$ cat src/rtl/pin_wake_debouncer.sv
module pin_wake_debouncer #(
  parameter int NPINS   = 14,
  parameter int CNT_W   = 16,
  parameter int HOLD_C1 = 3,
  parameter int HOLD_C2 = 32,
  parameter int HOLD_C3 = 512,
  parameter int HOLD_C4 = 4096,
  parameter int HOLD_C5 = 32768
) (
  input  logic             clk,
  input  logic             rst_n,
  input  logic [NPINS-1:0] pins,
  input  logic [NPINS-1:0] pin_en,
  input  logic [NPINS-1:0] pin_pol,
  input  logic [2:0]       hold_sel,
  input  logic             status_rd,
  output logic             wake,
  output logic             wake_flag,
  output logic [NPINS-1:0] pin_status
);

  localparam logic [CNT_W:0] N0 = 1;
  localparam logic [CNT_W:0] N1 = HOLD_C1[CNT_W:0];
  localparam logic [CNT_W:0] N2 = HOLD_C2[CNT_W:0];
  localparam logic [CNT_W:0] N3 = HOLD_C3[CNT_W:0];
  localparam logic [CNT_W:0] N4 = HOLD_C4[CNT_W:0];
  localparam logic [CNT_W:0] N5 = HOLD_C5[CNT_W:0];

  logic [NPINS-1:0] hit;
  logic             cond;
  logic [CNT_W:0]   need;
  logic [CNT_W-1:0] cnt;
  logic [CNT_W:0]   cnt_inc;
  logic             fired;
  logic             trig;

  assign hit     = pin_en & ~(pins ^ pin_pol);
  assign cond    = |hit;
  assign cnt_inc = {1'b0, cnt} + 1'b1;
  assign trig    = cond && !fired && (cnt_inc >= need);

  always_comb begin
    case (hold_sel)
      3'd0:    need = N0;
      3'd1:    need = N1;
      3'd2:    need = N2;
      3'd3:    need = N3;
      3'd4:    need = N4;
      default: need = N5;
    endcase
  end

  always_ff @(posedge clk or negedge rst_n) begin
    if (!rst_n) begin
      cnt        <= '0;
      fired      <= 1'b0;
      wake       <= 1'b0;
      wake_flag  <= 1'b0;
      pin_status <= '0;
    end else begin
      if (!cond) begin
        cnt   <= '0;
        fired <= 1'b0;
      end else begin
        if (cnt_inc <= need) cnt <= cnt_inc[CNT_W-1:0];
        if (trig) fired <= 1'b1;
      end
      wake <= trig;
      if (trig) begin
        wake_flag  <= 1'b1;
        pin_status <= (status_rd ? '0 : pin_status) | hit;
      end else if (status_rd) begin
        wake_flag  <= 1'b0;
        pin_status <= '0;
      end
    end
  end


  wake_single_chk: assert property (@(posedge clk) disable iff (!rst_n)
    wake |=> !wake);


  no_cause_chk: assert property (@(posedge clk) disable iff (!rst_n)
    !(|(pin_en & ~(pins ^ pin_pol))) |=> !wake);


  read_clear_chk: assert property (@(posedge clk) disable iff (!rst_n)
    status_rd |=> (wake || !wake_flag));


  status_flag_chk: assert property (@(posedge clk) disable iff (!rst_n)
    (|pin_status) |-> wake_flag);


  wake_sets_flag_chk: assert property (@(posedge clk) disable iff (!rst_n)
    wake |-> (wake_flag && (|pin_status)));

endmodule

$ cat config.mk
export PLATFORM = sky130hd
export DESIGN_NAME = pin_wake_debouncer
export DESIGN_NICKNAME = d
export VERILOG_FILES = /design/src/rtl/pin_wake_debouncer.sv
export SDC_FILE = /design/constraint.sdc
export NUM_CORES = 1
export LEC_CHECK = 0
export BUFFER_PORTS_ARGS = -buffer_cell sky130_fd_sc_hd__buf_2
export CAP_MARGIN = 20
export CELL_PAD_IN_SITES_DETAIL_PLACEMENT = 1
export CELL_PAD_IN_SITES_GLOBAL_PLACEMENT = 2
export CORE_MARGIN = 2
export CORE_UTILIZATION = 28
export DETAILED_ROUTE_END_ITERATION = 7
export GPL_TIMING_DRIVEN = 1
export PLACE_DENSITY_LB_ADDON = 0.1
export REMOVE_ABC_BUFFERS = 1
export SLEW_MARGIN = 20
export SYNTH_ARGS = -nofsm -noshare
export SYNTH_HDL_FRONTEND = slang
export SYNTH_SLANG_ARGS = --single-unit
$ cat constraint.sdc
create_clock -name clk -period 2.9 [get_ports clk]
set_clock_uncertainty 0.15 [all_clocks]
set_input_delay 0.29 -clock clk [delete_from_list [all_inputs] [get_ports clk]]
set_output_delay 0.29 -clock clk [all_outputs]
set_load 0.01 [all_outputs]
* Word-level counts from Yosys, hierarchy flattened
Cells that the tools add are included.
** Operators by class
- Add/subtract/negate cells :: 1
- $lt $le $gt $ge :: 2
- Equal/unequal tests :: 6
- Multiplexer cells :: 9
- Bitwise gates (word level) :: 4
- Reductions and logical operators :: 6
** Operators by type and width (number)
- 16-bit one-hot mux with 5 select lines :: 1
- 16-bit 2-to-1 mux :: 2
- 14-bit 2-to-1 mux :: 2
- 16-bit by 1-bit adder with 17-bit output (second input constant) :: 1
- 17-bit >= comparator :: 1
- 17-bit less-or-equal comparator :: 1
- 14-bit bitwise AND :: 1
- 14-bit inverter :: 1
- 14-bit OR :: 1
- 14-bit OR reduction :: 1
- 14-bit XOR :: 1
- 3-bit by 2-bit equality test with 1-bit output (second input constant) :: 2
- 1-bit 2-to-1 mux :: 4
- 2-bit by 1-bit inequality test with 1-bit output (second input constant) :: 2
- 3-bit by 1-bit equality test with 1-bit output (second input constant) :: 1
- 3-bit equality test (second input constant) :: 1
- 3-bit logical NOT :: 1
- 1-bit logical AND :: 2
- 2-bit nonzero test :: 1
- 1-bit logical NOT :: 1
** Word-level totals
- Register bits :: 33
- Input port bits :: 48
- Output and inout bits :: 16
- Word-level logic and storage cells :: 33

* Longest topological paths before layout
- Depth in word-level cells :: 8
- Mapped depth :: 14
- Gate-level depth less buffers :: 11

* Least setup slack after synthesis
Ideal clock, no wire load.
- Path type :: reg2reg
- Start :: reg cnt[0]
- End :: reg cnt[11]
- Setup time :: 78 ps
- Arrival :: 2891 ps
- Path slack :: -219 ps
- Cell stages (with the launch flop) :: 13
- Clock period less this slack :: 3119 ps
- Cell sequence :: dfrtp_1 -> nand3_1 -> nor4_2 -> nand3_1 -> xnor2_1 -> ha_1 -> inv_1 -> or3b_1 -> nor4_2 -> a211oi_2 -> buf_6 -> or4_1 -> a21oi_1
** On the way
- Cells in the longest elaborated chain, start to end :: 3
- Elaborated cells on any way between the ends :: 5
** RTL lines
- from (decl) :: line 32 : logic [CNT_W-1:0] cnt;
- from (signal assigned) :: line 65 : if (cnt_inc <= need) cnt <= cnt_inc[CNT_W-1:0];
- 16-bit by 1-bit adder with 17-bit output (*) :: line 39 : assign cnt_inc = {1'b0, cnt} + 1'b1;
- 17-bit less-or-equal comparator or 16-bit 2-to-1 mux (tied branches) :: line 65
- 2-bit by 1-bit inequality test with 1-bit output (no source line) or 16-bit 2-to-1 mux (tied branches)
Every way passes the cells marked *; elsewhere a longest branch is shown, timed or not. The select of a mux whose other input is x is not followed.
A chain may end at the register's enable or synchronous reset.

* Worst setup path after layout
- Start :: reg cnt[7]
- End :: reg cnt[13]
The elaborated chain is that of the path after synthesis.

==> results.json <==
{
  "cts.clk_slew.worst_paths_ns": 0.07,
  "grt_usage": 0.166,
  "routed_wl_microns": 6590,
  "rsz0062_at_grt": "yes",
  "drt-initial-drc-count": 87,
  "yosysWarnings": 0,
  "yosys.area.top_type_share": 0.381,
  "synthDistinctLibCells": 48,
  "finalMaxSlewViolations": 0,
  "fillers": 926,
  "seq_area_frac_synth": 0.381,
  "relSlewSlack": 0.483,
  "start_util": 0.285,
  "worstMarginPinSlew_ns": 0.776,
  "die_w_microns": 92.0,
  "synth-edff-count": 0,
  "leakage_nw": 1.50,
  "gp_congestion": 0.750,
  "firstDrtPassIters": 4,
  "finalNetCount": 398,
  "status": "finished with violations",
  "drtAntennaViolNets": 0,
  "io_buffer_count": 63,
  "yosys-top-cells-count": "dfrtp_1, nand2_1, xnor2_1",
  "cp-start-kind": "register",
  "cts-root-buf": "clkbuf_8",
  "syn_area_sq_mm": 0.00217,
  "critical_path.max_stage_delay_ns": 0.43,
  "clock-sinks": 33,
  "hpwl_microns": 4950,
  "antenna_cells": 0,
  "overflow": 0,
  "crit_chain": "nand4_1 > nor4_4 > nand3_2 > xnor2_1 > ha_1 > buf_4 > mux2i_1 > nand2b_4 > o2111a_1 > a211oi_2 > buf_12 > or4_1 > a21oi_2",
  "finalHoldViolCount": 0,
  "async_flop_share": 1.00,
  "cts_max_path_buffers": 2,
  "die_area_sq_mm": 0.00847,
  "io_pins": 64,
  "drive_gt1_frac": 0.419,
  "synth.most_common_cell": "dfrtp_1",
  "worst_path_max_delay_cell": "or4_1",
  "synth.ff_latch_count": 33,
  "vias": 2209,
  "worstPathRequired_ns": 2.96,
  "max_freq_mhz": 314,
  "syn_avg_cell_area_sq_um": 9.64,
  "grt_max_degree": 34,
  "setup_slack_ns": -0.289,
  "clock_latency_ns": 0.28,
  "synth.area.top_cells": "dfrtp_1, xnor2_1, a32o_1",
  "grt_pass1_wl_microns": 11300,
  "power_density_mw_per_mm2": 549,
  "drc": 0,
  "syn_inst": 225,
  "end_kind": "register",
  "cts_tree": "yes",
  "maxCapViolCount": 0,
  "dp_cells": 426,
  "cts_made_buffers": 5,
  "failed_checks": "negative setup slack",
  "worstSetupPathType": "register to register",
  "first_global_vias": 2354,
  "vdd_drop_max_uv": 227,
  "drt-vias-per-instance": 4.95,
  "hold_path_class": "input port to register",
  "h-tree-depth": 2,
  "fin_crit_sh": 1.10,
  "syn_to_final_growth_pct": 46.0,
  "setup_viol": 31,
  "synth_ff_type": "dfrtp_1",
  "dieHeight_microns": 92.0,
  "antenna_found_initial": 0,
  "core_sq_mm": 0.00761,
  "fin_cells": 446,
  "wl_per_cell_microns": 14.8,
  "utilization": 0.416,
  "min_period_ns": 3.19,
  "placementRows": 32,
  "arrival_ns": 3.25,
  "yosysTopAreaCell": "dfrtp_1",
  "crit_path_max_fanout": 29
}
==> critical path, delay by kind of cell, from the launching register on <==
family,cells,cell delay (ns)
AO/OA/AOI/OAI,3,0.44
XOR/XNOR,1,0.22
adder cells (fa/ha/maj),1,0.28
buffers and inverters,2,0.31
flip-flops,1,0.36
multiplexers,1,0.14
AND/OR/NAND/NOR,5,1.22
==> registers in the layout, indices dropped and copies added (netlist names) <==
name and cells:
fired 1, wake 1, cnt 16, pin_status 14, wake_flag 1
==> kinds of logic (layout without fill, tap and decap cells) <==
kind of cell | count (synthesis) | count (layout) | synth area share
compound gates | 56 | 56 | 0.188
buf+inv | 17 | 136 | 0.0409
simple gates | 87 | 87 | 0.247
fa+ha+maj | 7 | 7 | 0.0404
xor+xnor | 22 | 22 | 0.0888
mux | 3 | 3 | 0.0138
flops | 33 | 33 | 0.381
==> power breakdown <==
group | internal (mW) | total [mW] | switching, mW | leakage [nW]
clock | 0.171 | 0.335 | 0.165 | 0.0395
combinational | 0.409 | 0.833 | 0.423 | 1.02
sequential | 0.522 | 0.572 | 0.0498 | 0.443
total | 1.10 | 1.74 | 0.638 | 1.50
==> metrics by stage <==
step                      worst slack, ns  instance area [sq um]  setup TNS (ns)  hold slack [ns]  power (mW)
final                              -0.289                   3170           -5.46            0.118        1.74
after global routing               -0.505                   3170          -12.79            0.122        1.87
after CTS                          -0.289                   3120           -4.36            0.108        1.73
after detailed placement           -0.286                   2910           -6.22            0.273        1.36
after global placement             -0.199                   2910           -4.78            0.270        1.34
after floorplan                    -0.597                   2110          -10.40           -0.156       0.952
==> what timing repair did <==
| item | CTS | global route |
|---|---|---|
| hold buffers | 1 | 0 |
| setup endpoints to repair | 31 | 32 |
| pin swaps | 10 | 10 |
| gates resized for setup | 10 | 6 |
| hold endpoints to repair | 33 | 0 |
| buffers inserted | 11 | 3 |
==> final cells by class <==
cell class / instances / area (sq um) / share of cell area
timing repair buffer: 120 / 762 / 0.241
inverter: 8 / 30.0 / 0.00948
tap: 102 / 128 / 0.0403
multi-input combinational: 175 / 1340 / 0.424
sequential: 33 / 826 / 0.261
clock buffer: 8 / 80.1 / 0.0253
==> path summary, 6_finish.rpt <==
path / start / endpoint / slack [ns] / depth (start not counted)
worst max-delay path: cnt[7] / cnt[13] / -0.29 / 13
worst min-delay path: pin_en[13] / pin_status[13] / 0.12 / 2
worst max register to register: cnt[7] / cnt[13] / -0.29 / 13
worst min register to register: pin_status[6] / pin_status[6] / 0.35 / 1
max in group asynchronous: rst_n / cnt[13] / 1.63 / 2
min in group asynchronous: rst_n / pin_status[13] / 0.47 / 2
==> cells in the final DEF (no fill, tap or decap), drive strengths merged, types with 5 or more instances in the layout <==
master,synthesis,layout
inv,8,8
nor4,5,5
xnor2,19,19
o21ai,11,11
nand2,20,20
buf,6,119
nand3,8,8
dfrtp,33,33
or3,10,10
nand4,9,9
a21oi,14,14
a32o,12,12
clkbuf,3,8
or4,7,7
nor2,8,8
ha,7,7
==> metal layers <==
metal	up-vias	part of all wire	GRT usage
li1	1089	-	-
met1	1057	0.47	0.225
met2	55	0.48	0.275
met3	8	0.037	0.0238
met4	0	0.013	0.0473
met5	-	0	0
Power figures use the tool's default switching activity.
